### config.mk
export PLATFORM = sky130hd
export DESIGN_NAME = skew_trim_ctrl
export DESIGN_NICKNAME = d
export VERILOG_FILES = /design/src/rtl/skew_trim_pkg.sv /design/src/rtl/pd_vote.sv /design/src/rtl/lock_detect.sv /design/src/rtl/dsm_first_order.sv /design/src/rtl/skew_trim_ctrl.sv
export SDC_FILE = /design/constraint.sdc
export NUM_CORES = 1
export LEC_CHECK = 0
export BUFFER_PORTS_ARGS = -buffer_cell sky130_fd_sc_hd__clkbuf_2
export CORE_UTILIZATION = 60
export DETAILED_ROUTE_END_ITERATION = 16
export PLACE_DENSITY = 0.88
export SLEW_MARGIN = 30
export SYNTH_ARGS = -nofsm -noshare
export SYNTH_HDL_FRONTEND = slang
export SYNTH_SLANG_ARGS = --single-unit
### constraint.sdc
create_clock -name clk -period 7 [get_ports clk]
set_clock_uncertainty 0.2 [all_clocks]
set_input_delay 0.7 -clock clk [delete_from_list [all_inputs] [get_ports clk]]
set_output_delay 0.7 -clock clk [all_outputs]
set_load 0.02 [all_outputs]
### src/rtl/skew_trim_pkg.sv
package skew_trim_pkg;
    typedef enum logic [2:0] {
        ST_IDLE         = 3'd0,
        ST_ZERO_SEARCH  = 3'd1,
        ST_APPLY_TARGET = 3'd2,
        ST_TRACK        = 3'd3,
        ST_LOCKED       = 3'd4
    } cal_state_t;
endpackage

### src/rtl/pd_vote.sv
module pd_vote #(
    parameter int N = 16
) (
    input  logic clk,
    input  logic rst_n,
    input  logic clear,
    input  logic en,
    input  logic smp_valid,
    input  logic smp_late,
    output logic dec_valid,
    output logic dec_late
);
    localparam int CW = $clog2(N + 1);

    logic [CW-1:0] seen_q;
    logic [CW-1:0] late_q;
    logic [CW-1:0] late_nx;

    always_comb begin
        late_nx = late_q + CW'(smp_late);
    end

    always_ff @(posedge clk or negedge rst_n) begin
        if (!rst_n) begin
            seen_q    <= '0;
            late_q    <= '0;
            dec_valid <= 1'b0;
            dec_late  <= 1'b0;
        end else begin
            dec_valid <= 1'b0;
            if (clear) begin
                seen_q <= '0;
                late_q <= '0;
            end else if (en && smp_valid) begin
                if (seen_q == CW'(N - 1)) begin
                    dec_valid <= 1'b1;
                    dec_late  <= (late_nx > CW'(N / 2));
                    seen_q    <= '0;
                    late_q    <= '0;
                end else begin
                    seen_q <= seen_q + 1'b1;
                    late_q <= late_nx;
                end
            end
        end
    end


    vote_gap_chk: assert property (@(posedge clk) disable iff (!rst_n)
        dec_valid |=> !dec_valid);
endmodule

### src/rtl/lock_detect.sv
module lock_detect #(
    parameter int LOCK_N = 8
) (
    input  logic clk,
    input  logic rst_n,
    input  logic clear,
    input  logic dec_valid,
    input  logic dec_late,
    output logic alt_done
);
    localparam int AW = $clog2(LOCK_N + 1);

    logic [AW-1:0] alt_q;
    logic          have_q;
    logic          last_q;

    always_ff @(posedge clk or negedge rst_n) begin
        if (!rst_n) begin
            alt_q  <= '0;
            have_q <= 1'b0;
            last_q <= 1'b0;
        end else if (clear) begin
            alt_q  <= '0;
            have_q <= 1'b0;
            last_q <= 1'b0;
        end else if (dec_valid) begin
            if (have_q && (dec_late != last_q)) begin
                if (alt_q != AW'(LOCK_N)) begin
                    alt_q <= alt_q + 1'b1;
                end
            end else begin
                alt_q <= '0;
            end
            have_q <= 1'b1;
            last_q <= dec_late;
        end
    end

    always_comb begin
        alt_done = (alt_q == AW'(LOCK_N));
    end


    alt_cause_chk: assert property (@(posedge clk) disable iff (!rst_n)
        $rose(alt_done) |-> $past(dec_valid));
endmodule

### src/rtl/dsm_first_order.sv
module dsm_first_order #(
    parameter int W = 12
) (
    input  logic                clk,
    input  logic                rst_n,
    input  logic signed [W-1:0] level,
    output logic                bit_o
);
    logic [W-1:0] acc_q;
    logic [W-1:0] bias;
    logic [W:0]   sum;

    always_comb begin
        bias = {~level[W-1], level[W-2:0]};
        sum  = {1'b0, acc_q} + {1'b0, bias};
    end

    always_ff @(posedge clk or negedge rst_n) begin
        if (!rst_n) begin
            acc_q <= '0;
            bit_o <= 1'b0;
        end else begin
            acc_q <= sum[W-1:0];
            bit_o <= sum[W];
        end
    end


    half_density_chk: assert property (@(posedge clk) disable iff (!rst_n)
        (level[W-1] && $past(level[W-1]) && bit_o) |=> !bit_o);
endmodule

### src/rtl/skew_trim_ctrl.sv
module skew_trim_ctrl
    import skew_trim_pkg::*;
#(
    parameter int OFS_W   = 12,
    parameter int VOTE_N  = 16,
    parameter int LOCK_N  = 8,
    parameter int UI_CODE = 1024
) (
    input  logic                    clk,
    input  logic                    rst_n,
    input  logic                    cal_start,
    input  logic signed [OFS_W-1:0] tgt_skew,
    input  logic                    pd_valid,
    input  logic                    pd_late,
    output logic                    dsm_out,
    output logic signed [OFS_W-1:0] offset_word,
    output logic                    locked
);
    localparam int XW = OFS_W + 1;
    localparam logic signed [XW-1:0] ONE     = XW'(1);
    localparam logic signed [XW-1:0] OFS_MAX = XW'((1 << (OFS_W - 1)) - 1);
    localparam logic signed [XW-1:0] OFS_MIN = -OFS_MAX;
    localparam logic signed [XW-1:0] TGT_MAX = XW'(UI_CODE - 1);
    localparam logic signed [XW-1:0] TGT_MIN = -TGT_MAX;

    function automatic logic signed [XW-1:0] sx(input logic signed [OFS_W-1:0] v);
        return {v[OFS_W-1], v};
    endfunction

    function automatic logic signed [OFS_W-1:0] clip(
        input logic signed [XW-1:0] v,
        input logic signed [XW-1:0] lo,
        input logic signed [XW-1:0] hi
    );
        logic signed [XW-1:0] t;
        t = (v > hi) ? hi : ((v < lo) ? lo : v);
        return t[OFS_W-1:0];
    endfunction

    cal_state_t st_q, st_d;

    logic signed [OFS_W-1:0] base_q;
    logic signed [OFS_W-1:0] tgt_q;
    logic signed [OFS_W-1:0] base_nx;
    logic signed [OFS_W-1:0] tgt_clip;
    logic                    dec_valid;
    logic                    dec_late;
    logic                    alt_done;
    logic                    vote_en;
    logic                    seq_clear;
    logic                    base_upd;

    // state register
    always_ff @(posedge clk or negedge rst_n) begin
        if (!rst_n) begin
            st_q <= ST_IDLE;
        end else begin
            st_q <= st_d;
        end
    end

    // next state
    always_comb begin
        st_d = st_q;
        if (cal_start) begin
            st_d = ST_ZERO_SEARCH;
        end else begin
            unique case (st_q)
                ST_IDLE:         st_d = ST_IDLE;
                ST_ZERO_SEARCH:  if (alt_done) st_d = ST_APPLY_TARGET;
                ST_APPLY_TARGET: st_d = ST_TRACK;
                ST_TRACK:        if (alt_done) st_d = ST_LOCKED;
                ST_LOCKED:       st_d = ST_LOCKED;
                default:         st_d = ST_IDLE;
            endcase
        end
    end

    // state outputs
    always_comb begin
        vote_en   = 1'b0;
        locked    = 1'b0;
        seq_clear = cal_start;
        unique case (st_q)
            ST_IDLE: begin
                vote_en = 1'b0;
            end
            ST_ZERO_SEARCH: begin
                vote_en = 1'b1;
            end
            ST_APPLY_TARGET: begin
                seq_clear = 1'b1;
            end
            ST_TRACK: begin
                vote_en = 1'b1;
            end
            ST_LOCKED: begin
                vote_en = 1'b1;
                locked  = 1'b1;
            end
            default: begin
                vote_en = 1'b0;
            end
        endcase
    end

    // offset datapath
    always_comb begin
        base_nx     = clip(sx(base_q) + (dec_late ? ONE : -ONE), OFS_MIN, OFS_MAX);
        tgt_clip    = clip(sx(tgt_skew), TGT_MIN, TGT_MAX);
        offset_word = clip(sx(base_q) + sx(tgt_q), OFS_MIN, OFS_MAX);
        base_upd    = dec_valid && (st_q != ST_IDLE) && !cal_start;
    end

    always_ff @(posedge clk or negedge rst_n) begin
        if (!rst_n) begin
            base_q <= '0;
            tgt_q  <= '0;
        end else begin
            if (base_upd) begin
                base_q <= base_nx;
            end
            if (cal_start) begin
                tgt_q <= '0;
            end else if (st_q == ST_APPLY_TARGET) begin
                tgt_q <= tgt_clip;
            end
        end
    end

    pd_vote #(.N(VOTE_N)) u_vote (
        .clk       (clk),
        .rst_n     (rst_n),
        .clear     (seq_clear),
        .en        (vote_en),
        .smp_valid (pd_valid),
        .smp_late  (pd_late),
        .dec_valid (dec_valid),
        .dec_late  (dec_late)
    );

    lock_detect #(.LOCK_N(LOCK_N)) u_lock (
        .clk       (clk),
        .rst_n     (rst_n),
        .clear     (seq_clear),
        .dec_valid (dec_valid),
        .dec_late  (dec_late),
        .alt_done  (alt_done)
    );

    dsm_first_order #(.W(OFS_W)) u_dsm (
        .clk   (clk),
        .rst_n (rst_n),
        .level (offset_word),
        .bit_o (dsm_out)
    );


    idle_hold_chk: assert property (@(posedge clk) disable iff (!rst_n)
        (st_q == ST_IDLE && !cal_start) |=> $stable(offset_word));


    unit_step_chk: assert property (@(posedge clk) disable iff (!rst_n)
        (st_q == ST_ZERO_SEARCH && $past(st_q) == ST_ZERO_SEARCH) |->
            ((offset_word == $past(offset_word)) ||
             (offset_word == $past(offset_word) + OFS_W'(1)) ||
             (offset_word == $past(offset_word) - OFS_W'(1))));


    tgt_range_chk: assert property (@(posedge clk) disable iff (!rst_n)
        (sx(tgt_q) <= TGT_MAX) && (sx(tgt_q) >= TGT_MIN));


    lock_entry_chk: assert property (@(posedge clk) disable iff (!rst_n)
        $rose(locked) |-> ($past(st_q) == ST_TRACK));


    restart_chk: assert property (@(posedge clk) disable iff (!rst_n)
        cal_start |=> (!locked && st_q == ST_ZERO_SEARCH && tgt_q == '0));
endmodule

# == Word-level counts from Yosys, hierarchy flattened ==
# Cells that the tools add are included.
# op_classes
addsub,6
mul,0
div,0
n_lt_le_gt_ge,7
n_eq_ne,11
shift,0
n_mux,33
n_bitwise,2
n_reduce_logical,13
# ops
cell,count
12-bit two-way mux,8
5-bit two-way mux,6
12-bit by 12-bit adder with 13-bit output,2
"13-bit by 12-bit greater-than comparator with 1-bit output, second input constant",2
"13-bit by 12-bit less-than comparator with 1-bit output, second input constant",2
4-bit two-way mux,4
12-bit by 13-bit adder with 13-bit output,1
13-bit two-way mux,1
"12-bit by 11-bit greater-than comparator with 1-bit output, second input constant",1
"12-bit by 11-bit less-than comparator with 1-bit output, second input constant",1
3-bit case mux with 4 select lines,1
1-bit two-way mux,10
3-bit two-way mux,3
"3-bit inequality test, second input constant",3
"3-bit by 2-bit == test with 1-bit output, second input constant",2
2-bit nonzero test,3
5-bit by 1-bit adder with 5-bit output,1
"5-bit by 1-bit adder with 5-bit output, second input constant",1
"5-bit by 4-bit == test with 1-bit output, second input constant",1
"5-bit by 4-bit greater-than comparator with 1-bit output, second input constant",1
"4-bit by 1-bit adder with 4-bit output, second input constant",1
"4-bit == test, second input constant",1
1-bit logical AND,4
"4-bit inequality test, second input constant",1
9 further kinds,11
# word_totals
register_bits,58
latch_bits,0
ram_bits,0
rom_bits,0
input_bits,17
output_inout_bits,14
memories,0

# == Longest topological paths before layout ==
# logic_depth
word_depth,6
ltp_mapped,22

# == By module ==
# Synthesis repeated with hierarchy kept, for this count alone.
# hier_totals
cells_unflattened,512
hier_area_um2,4692.0
# by_module_without_submodules
mod,instances,cells_each,area_per_inst_um2,seq_area_each_um2
skew_trim_ctrl,1,325,2790.2,675.6
dsm_first_order,1,96,957.2,325.3
pd_vote,1,58,594.3,300.3
lock_detect,1,33,350.3,150.1

# == Worst setup path after synthesis ==
# Ideal clock, no wire load.
# synth_path
path_type,register to register
start,reg base_q[0]
end,reg u_dsm.acc_q[10]
arrival_time_ns,4.488
path_slack_ns,2.196
stages_incl_launch_ff,22
path_buffers,1
cell_sequence,dfrtp_1 -> ha_1 -> inv_1 -> fa_1 -> nor2b_1 -> o2111ai_1 -> a31oi_1 -> o21a_1 -> o21ai_0 -> a21oi_1 -> buf_2 -> inv_1 -> a21oi_1 -> ha_1 -> nor2b_1 -> o21ai_0 -> a21boi_0 -> o21ai_0 -> a21oi_1 -> o21a_1 -> or3_1 -> o311ai_0
# synth_between
elab_chain_len,5
elab_cells_between_ends,6
# synth_rtl
item,line_no,rtl
"start, declared",skew_trim_ctrl.sv:42,logic signed [OFS_W-1:0] base_q;
"start signal, assigned",skew_trim_ctrl.sv:121,base_q <= base_nx;
12-bit by 12-bit adder with 13-bit output *,skew_trim_ctrl.sv:111,"offset_word = clip(sx(base_q) + sx(tgt_q), OFS_MIN, OFS_MAX);"
13-bit by 12-bit less-than comparator with 1-bit output,skew_trim_ctrl.sv:36,t = (v > hi) ? hi : ((v < lo) ? lo : v);
12-bit two-way mux,skew_trim_ctrl.sv:36,
12-bit two-way mux *,skew_trim_ctrl.sv:36,
net offset_word[2],skew_trim_ctrl.sv:16,"output logic signed [OFS_W-1:0] offset_word,"
12-bit by 12-bit adder with 13-bit output *,dsm_first_order.sv:15,"sum = {1'b0, acc_q} + {1'b0, bias};"
net u_dsm.sum[10],dsm_first_order.sv:11,logic [W:0] sum;
"end signal, assigned",dsm_first_order.sv:23,acc_q <= sum[W-1:0];
"end, declared",dsm_first_order.sv:9,logic [W-1:0] acc_q;
# Mark *: on every way through the listed nets, which the timed path passes. The rest lies on a longest branch.
# A chain may end at the register's enable or synchronous reset.

# == Worst setup path in the final report ==
# layout_path
start,reg base_q[0]
end,reg u_dsm.acc_q[10]
# layout_between
elab_chain_len,5
elab_cells_between_ends,6
# layout_rtl
item,line_no
12-bit by 12-bit adder with 13-bit output *,skew_trim_ctrl.sv:111
13-bit by 12-bit less-than comparator with 1-bit output,skew_trim_ctrl.sv:36
12-bit two-way mux,skew_trim_ctrl.sv:36
12-bit two-way mux *,skew_trim_ctrl.sv:36
12-bit by 12-bit adder with 13-bit output *,dsm_first_order.sv:15
net u_dsm.sum[10],dsm_first_order.sv:11
# Marked as above.

==> metrics.md <==
| Metric | Value |
|---|---|
| RSZ-0062 raised after global routing | `false` |
| Pwr Density | `183.0 nW/um^2` |
| Worst-path clk slew | `60 ps` |
| Seq cells post-synth | `58` |
| Finished Layout Cells | `634` |
| Total routed wirelength | `10520 um` |
| # hold bufs at CTS | `0` |
| Area of the core | `7253 um^2` |
| Multi-input logic area | `2860 um^2` |
| Initial antenna violation count | `0` |
| Critical Path End Type | `flip-flop` |
| Vias in the first global route | `3729` |
| Max FO, Critical Path | `13` |
| Total CTS buffers | `9` |
| Root Buffer | `clkbuf_8` |
| Fmax | `0.1873 GHz` |
| Post-DR wirelength/cell | `16.59 um` |
| Area grow syn2layout | `9.831%` |
| Chip height | `88.78 um` |
| WS Path Type | `flip-flop to flip-flop` |
| Hpwl dp | `7675 um` |
| Ant diodes | `0` |
| DR vias | `4003` |
| Relative max-transition margin | `38.72%` |
| Register area | `1451 um^2` |
| Tcrit/Tclk final | `76.28%` |
| Layout cells sized above 1 | `12.15%` |
| DRC viols | `0` |
| MaxCap Viol Count | `0` |
| Worst-Margin Slew | `917.4 ps` |
| Status | `complete, no violations` |
| Worst-Skew Late Latency | `340 ps` |
| Initial core utilization | `62.29%` |
| Worst path required time | `7030 ps` |
| Die Area | `7881 um^2` |
| Sequential-to-total area share from yosys stat | `32.12%` |
| Synth Flop Type | `dfrtp_1` |
| Setup TNS | `0 ps` |
| TritonCTS clock tree | `yes` |
| Cts repair resizes | `0` |
| Final Max Slew Viols | `0` |
| Die width | `88.78 um` |
| CP max stage cell | `a21oi_2` |
| Grt total ovfl | `0` |
| Hold Path Class | `flip-flop to flip-flop` |
| CTS max path bufs | `2` |
| YS warnings | `0` |
| Clock period minus final worst setup slack | `5340 ps` |
| Synth unique cells | `76` |
| FFs w/ async S/R, synth | `100.0%` |
| Fill cells | `565` |
| Mapped cell area | `4518 um^2` |
| # setup viols final | `0` |
| Crit-path leading delay family | `compound AO/OA/AOI/OAI gates` |
| Total Power | `908.3 uW` |
| Syn_area_per_cell | `9.018 um^2` |
| CP most frequent cell | `o21ai_0` |
| CTS Sinks | `58` |
| GRT Total Usage | `28.24%` |
| Largest stage delay, worst path | `530 ps` |
| Worst VDD drop | `0.1414 mV` |
| Startpoint Class | `flip-flop` |
| Hold Vio Cnt, Final | `0` |
| Cell Chain, Critical Path | `ha_1, inv_1, fa_1, nor2b_1, o2111ai_1, a31oi_1, o21a_1, o21ai_0, a21oi_2, mux2i_1, nand2b_1, ha_1, inv_1, fa_1, nor2b_1, o21ai_0, a21boi_0, o21ai_0, a21oi_1, o21a_1, or3_1, o311ai_0` |
| Placed cell count | `619` |
| 1st-pass router iterations | `5` |
| H-Tree Depth | `3` |
| Row Count | `31` |
| ANT nets after route | `0` |
| Cells after synthesis | `501` |
| Global-route wire length before repair | `16970 um` |
| Via-to-Cell Ratio | `6.314` |
| DR iter-0 viols | `235` |
| Post-CTS setup buffer count | `0` |
| Largest net degree at the start of global routing | `59` |
| Post-synth EDFFs | `0` |
| Syn nets | `563` |
| Final #Nets | `593` |
| LEAKAGE | `0.002335 uW` |
| Final RePlAce weighted congestion | `0.9164` |
| WP data arrival | `5370 ps` |
| # IOs | `31` |
| WP buf/inv | `2` |
| Number of port buffers | `30` |
-- path summary, 6_finish.rpt --
check | startpoint | endpoint | slack (ps) | cells past startpoint
max reg2reg | base_q[0] | u_dsm.acc_q[10] | 1660 | 22
min | u_dsm.acc_q[0] | u_dsm.acc_q[0] | 280 | 1
min in group asynchronous | rst_n | base_q[9] | 300 | 2
max in group asynchronous | rst_n | u_vote.late_q[3] | 5820 | 2
max | base_q[0] | u_dsm.acc_q[10] | 1660 | 22
min reg2reg | u_dsm.acc_q[0] | u_dsm.acc_q[0] | 280 | 1
-- synth_stat cells, drive strengths merged (8+ instances only) --
cell,instances,area (um^2)
dfrtp,58,1451
nor2,52,195.2
ha,42,525.5
inv,35,131.4
o21ai,30,153.9
a21oi,29,152.7
nand2,21,78.83
xnor2,16,140.1
a211oi,15,117.6
nand3,14,75.07
nor3,14,81.33
xor2,10,95.10
a221o,9,90.09
clkbuf,8,31.28
maj3,8,80.08
nor2b,8,57.55
-- area by class of cell --
type,count,share of cell area [%]
multi-input combinational,393,57.64
sequential,58,29.25
timing repair buffer,33,3.480
clock buffer,13,3.202
inverter,36,2.723
tap,99,2.496
clock inverter,2,1.210
-- routing by layer --
metal	GRT usage, %	wire, um
met1	35.04	4306
met2	48.18	5281
met3	6.996	810
met4	9.238	121
met5	0	0
-- through the flow --
step	instance area [um^2]	utilization [%]	hold WS (ps)	setup WS (ps)
2_1_floorplan	4518	-	204.4	2196
3_3_place_gp	4740	65.34	270.0	1907
3_5_place_dp	4740	65.34	271.2	1650
4_1_cts	4959	68.36	284.7	1450
5_1_grt	4962	68.41	299.0	1168
6_report	4962	68.41	280.1	1660
-- cells in the final DEF, fill, tap and decap left out, types with 4 or more instances in the layout --
cell type / n
dfrtp_1: 58
nor2_1: 52
ha_1: 42
inv_1: 35
clkbuf_2: 30
o21ai_0: 28
a21oi_1: 26
nand2_1: 21
xnor2_1: 16
a211oi_1: 14
nor3_1: 13
nand3_1: 13
clkbuf_8: 11
xor2_1: 9
a221o_1: 9
maj3_1: 8
nor2b_1: 7
o21a_1: 7
and3_1: 7
a21o_1: 6
nor4_1: 6
o2111ai_1: 5
and2_1: 5
nand4_1: 5
nand2b_1: 5
or4_1: 5
or3_1: 5
o311ai_0: 4
nand3b_1: 4
o31ai_1: 4
mux2i_1: 4
-- cell families after synthesis --
group	synth area share (%)
buffers and inverters	4.652
DFF	32.12
muxes	1.135
xor gates and xnor gates	5.206
and+or+nand+nor	18.69
adders and majority gates	14.73
AOI/OAI and AO/OA	23.46
-- power breakdown --
| group | switching [uW] | total, uW | internal (uW) |
|---|---|---|---|
| Clock | 128 | 346 | 218 |
| Sequential | 14.0 | 386 | 372 |
| Combinational | 101 | 177 | 75.5 |
| Total | 243 | 908 | 666 |
-- state kept, by name, summed over array words and instances, names as in the netlist --
name	cells
u_vote.dec_valid	1
u_vote.dec_late	1
base_q	12
tgt_q	12
u_dsm.bit_o	1
u_lock.have_q	1
u_vote.seen_q	5
u_vote.late_q	5
u_lock.last_q	1
st_q	3
u_lock.alt_q	4
u_dsm.acc_q	12
Power figures use the tool's default switching activity.
